===== config.mk =====
export PLATFORM = sky130hd
export DESIGN_NAME = ser8_serializer
export DESIGN_NICKNAME = d
export VERILOG_FILES = /design/src/rtl/ser8_pkg.sv /design/src/rtl/ser8_sync_release.sv /design/src/rtl/ser8_frame_ctrl.sv /design/src/rtl/ser8_shift_out.sv /design/src/rtl/ser8_serializer.sv
export SDC_FILE = /design/constraint.sdc
export NUM_CORES = 1
export LEC_CHECK = 0
export BUFFER_PORTS_ARGS = -buffer_cell sky130_fd_sc_hd__buf_2
export CAP_MARGIN = 15
export CORE_UTILIZATION = 45
export DETAILED_ROUTE_END_ITERATION = 10
export GPL_TIMING_DRIVEN = 0
export PLACE_DENSITY_LB_ADDON = 0.3
export RECOVER_POWER = 50
export SLEW_MARGIN = 20
export SYNTH_ARGS = -nofsm -noshare
export SYNTH_HDL_FRONTEND = slang
export SYNTH_SLANG_ARGS = --single-unit

===== constraint.sdc =====
create_clock -name clk -period 1.7 [get_ports clk]
set_clock_uncertainty 0.15 [all_clocks]
set_input_delay 0.085 -clock clk [delete_from_list [all_inputs] [get_ports clk]]
set_output_delay 0.085 -clock clk [all_outputs]
set_load 0.02 [all_outputs]

===== src/rtl/ser8_pkg.sv =====
`timescale 1ns/1ps
package ser8_pkg;

  typedef int unsigned uint_t;

  localparam uint_t DEF_WORD_W = 8;

  // parallel clock is high during the first half of each frame
  function automatic logic frame_high_half(input uint_t pos, input uint_t word_w);
    return (pos < (word_w / 2));
  endfunction

endpackage


===== src/rtl/ser8_sync_release.sv =====
`timescale 1ns/1ps
// Start enable: cleared at once by sync, set again through falling-edge flops.
module ser8_sync_release #(
  parameter int unsigned STAGES = 1
) (
  input  logic clk,
  input  logic sync,
  output logic run_en
);

  logic [STAGES-1:0] chain;

  generate
    if (STAGES == 1) begin : g_single
      always_ff @(negedge clk or posedge sync) begin
        if (sync) chain <= 1'b0;
        else      chain <= 1'b1;
      end
    end else begin : g_multi
      always_ff @(negedge clk or posedge sync) begin
        if (sync) chain <= '0;
        else      chain <= {chain[STAGES-2:0], 1'b1};
      end
    end
  endgenerate

  assign run_en = chain[STAGES-1];

endmodule


===== src/rtl/ser8_frame_ctrl.sv =====
`timescale 1ns/1ps
// Bit position counter, latch strobe and divided parallel clock.
module ser8_frame_ctrl
  import ser8_pkg::*;
#(
  parameter int unsigned WORD_W = DEF_WORD_W
) (
  input  logic clk,
  input  logic sync,
  input  logic run_en,
  output logic load,
  output logic par_clk
);

  localparam int unsigned     CNT_W = (WORD_W > 1) ? $clog2(WORD_W) : 1;
  localparam logic [CNT_W-1:0] LAST = CNT_W'(WORD_W - 1);

  logic [CNT_W-1:0] pos;
  logic             pclk_q;

  always_ff @(posedge clk or posedge sync) begin
    if (sync) begin
      pos    <= '0;
      pclk_q <= 1'b0;
    end else if (run_en) begin
      pos    <= (pos == LAST) ? '0 : pos + CNT_W'(1);
      pclk_q <= frame_high_half(uint_t'(pos), WORD_W);
    end
  end

  assign load    = run_en && (pos == '0);
  assign par_clk = pclk_q;

endmodule


===== src/rtl/ser8_shift_out.sv =====
`timescale 1ns/1ps
// Word register shifting toward bit 0, followed by output retiming flops.
module ser8_shift_out
  import ser8_pkg::*;
#(
  parameter int unsigned WORD_W     = DEF_WORD_W,
  parameter int unsigned OUT_STAGES = 1
) (
  input  logic              clk,
  input  logic              sync,
  input  logic              run_en,
  input  logic              load,
  input  logic [WORD_W-1:0] par_data,
  output logic              ser_out
);

  logic [WORD_W-1:0]     sh;
  logic [OUT_STAGES-1:0] pipe;

  always_ff @(posedge clk or posedge sync) begin
    if (sync)        sh <= '0;
    else if (load)   sh <= par_data;
    else if (run_en) sh <= {1'b0, sh[WORD_W-1:1]};
  end

  generate
    if (OUT_STAGES == 1) begin : g_one
      always_ff @(posedge clk or posedge sync) begin
        if (sync) pipe <= 1'b0;
        else      pipe <= sh[0];
      end
    end else begin : g_many
      always_ff @(posedge clk or posedge sync) begin
        if (sync) pipe <= '0;
        else      pipe <= {pipe[OUT_STAGES-2:0], sh[0]};
      end
    end
  endgenerate

  assign ser_out = pipe[OUT_STAGES-1];

endmodule


===== src/rtl/ser8_serializer.sv =====
`timescale 1ns/1ps
module ser8_serializer
  import ser8_pkg::*;
#(
  parameter int unsigned WORD_W      = DEF_WORD_W,
  parameter int unsigned SYNC_STAGES = 1,
  parameter int unsigned OUT_STAGES  = 1
) (
  input  logic              clk,
  input  logic              sync,
  input  logic [WORD_W-1:0] par_data,
  output logic              ser_out,
  output logic              par_clk
);

  logic run_en;
  logic load;

  ser8_sync_release #(.STAGES(SYNC_STAGES)) u_rel (
    .clk    (clk),
    .sync   (sync),
    .run_en (run_en)
  );

  ser8_frame_ctrl #(.WORD_W(WORD_W)) u_frame (
    .clk     (clk),
    .sync    (sync),
    .run_en  (run_en),
    .load    (load),
    .par_clk (par_clk)
  );

  ser8_shift_out #(.WORD_W(WORD_W), .OUT_STAGES(OUT_STAGES)) u_shift (
    .clk      (clk),
    .sync     (sync),
    .run_en   (run_en),
    .load     (load),
    .par_data (par_data),
    .ser_out  (ser_out)
  );

endmodule


Word-level counts from Yosys, hierarchy flattened
Cells that the tools add are included.
Cells by class
  $add $sub $neg: 1
  multiply operators: 0
  divide/modulo/power cells: 0
  $lt $le $gt $ge: 1
  eq/ne operators: 1
  shift operators: 0
  multiplexer cells: 3
  bitwise operators: 0
  reductions and logical operators: 3
Operators by type and width (number)
  8-bit 2-to-1 mux: 2
  3-bit by 1-bit adder with 3-bit output (second input constant): 1
  3-bit equality test (second input constant): 1
  3-bit zero test: 1
  3-bit less-than comparator (second input constant): 1
  3-bit 2-to-1 mux: 1
  2-bit nonzero test: 1
  1-bit logical AND: 1
Word-level totals
  register bits: 14
  bits in latches: 0
  bits in writable memories: 0
  bits in read-only memories: 0
  input bits: 10
  output and inout port bits: 2
  logic and storage cells: 14
  memories: 0

Logic depth before layout (Yosys ltp)
  word-level depth: 3
  depth in mapped cells: 6
  gate-level depth less buffers: 4

By module
A second synthesis with hierarchy kept.
Unflattened totals
  cell total of the unflattened synthesis: 57
  area, all modules: 636.9 um^2
Modules (own cells, without submodules)
  ser8_shift_out: instances 1, cells an instance 36, area an instance 397.9 um^2, seq. area each 225.2 um^2
  ser8_frame_ctrl: instances 1, cells an instance 18, area an instance 206.4 um^2, seq. area each 100.1 um^2
  ser8_sync_release: instances 1, cells an instance 3, area an instance 32.5 um^2, seq. area each 25.0 um^2

==> summary.md <==
| Metric | Value |
|---|---|
| Commonest cells post-synth | `dfrtp_1, nand2_1, nand2b_1, nand4b_1, o211ai_1` |
| Synth Instances | `64` |
| Crit path max-delay cell type | `dfrtn_1` |
| Largest net degree at the start of global routing | `14` |
| CP max FO | `5` |
| Post-synthesis async set-or-reset flop share | `100%` |
| N_diodes | `0` |
| Sw frac | `33.4%` |
| Sequential power share | `44.5%` |
| Layout cells sized above 1 | `27.5%` |
| Worst reg2reg startpoint | `u_rel.run_en$_DFF_NP0_` |
| Worst R2R End | `u_frame.pos[2]$_DFFE_PP0P_` |
| Area Growth Syn to Fin | `36.7%` |
| Post-synth top area share | `46.3%` |
| Seq cells post-synth | `14` |
| Status | `finished, violations left` |
| Rows | `13` |
| Place WS | `-0.339 ns` |
| Largest cells by area after synthesis | `dfrtp_1, nand4b_1, o211ai_1, nand2b_1, ha_1` |
| Post-DRT Antenna Nets | `0` |
| Maxcap violations | `0` |
| YS warnings | `0` |
| Critical path, cell by cell | `buf_4, buf_6, mux2_4` |
| Leakage | `0.445 nW` |
| RSZ-0062 raised after global routing | `yes` |
| Synthesized cell area | `702 um^2` |
| Critical Path AT | `2.09 ns` |
| Worst-case reg-to-reg path depth | `3` |
| Rel. slew slack | `60.1%` |
| EDFF count, synth | `0` |
| Vias in the first global route | `462` |
| Gate power share | `36.7%` |
| Net Sw Power | `0.429 mW` |
| WP data required | `1.72 ns` |
| Synthesized net count | `77` |
| CTS Buf Count | `3` |
| Distinct cells, synth | `19` |
| Core Region | `1380 um^2` |
| # DRC | `0` |
| Clock Tree Buf Depth | `2` |
| DP Cell Count | `90` |
| DR WL/cell | `12.6 um` |
| Drt pass-1 iters | `4` |
| GRT Total Usage | `16.7%` |
| Peak VDD IR | `1.06 mV` |
| Endpoints failing setup | `12` |
| Crit start category | `flop` |
| Most common cell in the netlist | `dfrtp_1` |
| Setup WS post-layout | `-0.368 ns` |
| Ys flop type | `dfrtp_1` |
| Initial Utilization | `50.8%` |
| H-tree depth | `1` |
| Initial DRC count | `7` |
| Pwr/cell area | `1340 nW/um^2` |
| Hold WC Path Type | `input port to async pin` |
| Failing checks | `setup timing` |
| Cell taking the most area after synthesis | `dfrtp_1` |
| Final HPWL DP | `774 um` |
| Worst skew pair latency | `0.29 ns` |
| Chip Height | `41.5 um` |
| Final hold violation count | `0` |
| Die Area | `1720 um^2` |
| Internal power | `0.856 mW` |
| Post-Layout Cell Count | `106` |
| Port-buffer cells | `11` |
| Final Routed Wirelength | `1340 um` |
| Die width | `41.5 um` |
| Worst Tran Pin Value | `0.597 ns` |
| Via density | `5.14` |
| GPL Wtd Cong | `0.679` |
| Clock share of power | `18.7%` |
| Mean post-synth cell area | `11.0 um^2` |
| CP Class | `flop to flop` |
| CTS tree | `done` |
| Vias | `545` |
| Worst-path clk slew | `0.08 ns` |
| Layout Utilization | `69.4%` |
| Reg2reg setup slack | `-0.37 ns` |
| Sequential share of the synthesized area | `49.9%` |
| Io pins | `12` |
| Nets | `105` |
| First-pass GRT wire length | `2110 um` |
| Final hold slack | `0.225 ns` |
| Clock sinks | `14` |
| Worst setup EP type | `flop` |
| Antenna violations before repair | `0` |
| Worst path max stage delay | `0.43 ns` |
| Pwr Total | `1.29 mW` |
| Max-slew violation count | `0` |
| GRT overflow | `0` |
| Clk root buf | `clkbuf_4` |
cell usage in the layout (no fill, tap or decap):
cell type and n:
dfrtp_1 13, buf_2 10, dlygate4sd3_1 9, nand2_1 8
nand4b_1 7, o211ai_1 7, buf_6 6, nand2b_1 6
inv_1 4, ha_1 3, clkbuf_4 3, clkbuf_1 2
nor2b_4 1, nand2b_4 1, nor2b_1 1, a31o_1 1
mux2_4 1, mux2i_1 1, or3b_1 1, o21ai_1 1
o22ai_2 1, clkbuf_8 1, buf_4 1, dfrtn_1 1
conb_1 1
worst max-delay path, delay by kind of cell, from the launching register on:
kind | cells | cell delay (ns)
DFF | 1 | 0.43
muxes | 1 | 0.29
buffers and inverters | 2 | 0.24
per-layer routing:
layer,global-route usage (%),wire length [um],vias to the layer above
li1,-,-,276
met1,22.9,680,251
met2,23.1,569,14
met3,3.91,45,4
met4,11.6,41,0
met5,0,0,-
power by group through the flow:
| stage | Clock (mW) | Combinational [mW] | Sequential [mW] |
|---|---|---|---|
| 2_1_floorplan | 0 | 0.314 | 0.580 |
| 3_3_place_gp | 0 | 0.421 | 0.569 |
| 3_5_place_dp | 0 | 0.427 | 0.573 |
| 4_1_cts | 0.247 | 0.463 | 0.566 |
| 5_1_grt | 0.260 | 0.519 | 0.592 |
| 6_report | 0.241 | 0.472 | 0.572 |
per-stage QoR:
step           TNS [ns]  instance area, um^2
2_1_floorplan     -2.16                  717
3_3_place_gp      -2.82                  791
3_5_place_dp      -2.90                  791
4_1_cts           -3.41                  932
5_1_grt           -3.84                  960
6_report          -3.39                  960
registers in the layout, indices dropped and copies added, names as in the netlist:
name / cells
u_rel.run_en: 1
u_frame.par_clk: 1
u_frame.pos: 3
u_shift.sh: 8
u_shift.ser_out: 1
kinds of logic after synthesis:
| group | count (synthesis) | synth area share, % |
|---|---|---|
| other | 1 | 0.534 |
| AOI/OAI and AO/OA | 10 | 10.3 |
| muxes | 2 | 3.03 |
| adders and majority gates | 3 | 5.35 |
| buffers and inverters | 9 | 7.49 |
| DFF | 14 | 49.9 |
| and+or+nand+nor | 25 | 23.4 |
layout make-up:
type,count,area [um^2]
inverter,4,15.0
timing repair buffer,23,166
fill,100,423
clock buffer,4,36.3
sequential,14,350
buffer,5,56.3
tap,15,18.8
multi-input combinational,41,317
how the worst max path moves through the flow:
stage                           startpoint                         end  slack [ns]  cells after the start
floorplan           u_rel.run_en$_DFF_NP0_  u_frame.pos[2]$_DFFE_PP0P_       -0.30                      2
global placement    u_rel.run_en$_DFF_NP0_  u_frame.pos[2]$_DFFE_PP0P_       -0.33                      2
detailed placement  u_rel.run_en$_DFF_NP0_  u_frame.pos[2]$_DFFE_PP0P_       -0.34                      2
CTS                 u_rel.run_en$_DFF_NP0_  u_frame.pos[0]$_DFFE_PP0P_       -0.35                      3
global route        u_rel.run_en$_DFF_NP0_  u_frame.pos[2]$_DFFE_PP0P_       -0.39                      3
finish              u_rel.run_en$_DFF_NP0_  u_frame.pos[2]$_DFFE_PP0P_       -0.37                      3
what timing repair did:
| item | 4_1_cts | 5_1_grt |
|---|---|---|
| cloned | 0 | 1 |
| setup endpoints to repair | 12 | 12 |
| hold endpoints to repair | 21 | 0 |
| hold buffers | 9 | 0 |
| resized for setup | 2 | 3 |
| setup buffers | 1 | 1 |
Note: power is estimated with default switching activity, not from simulation.
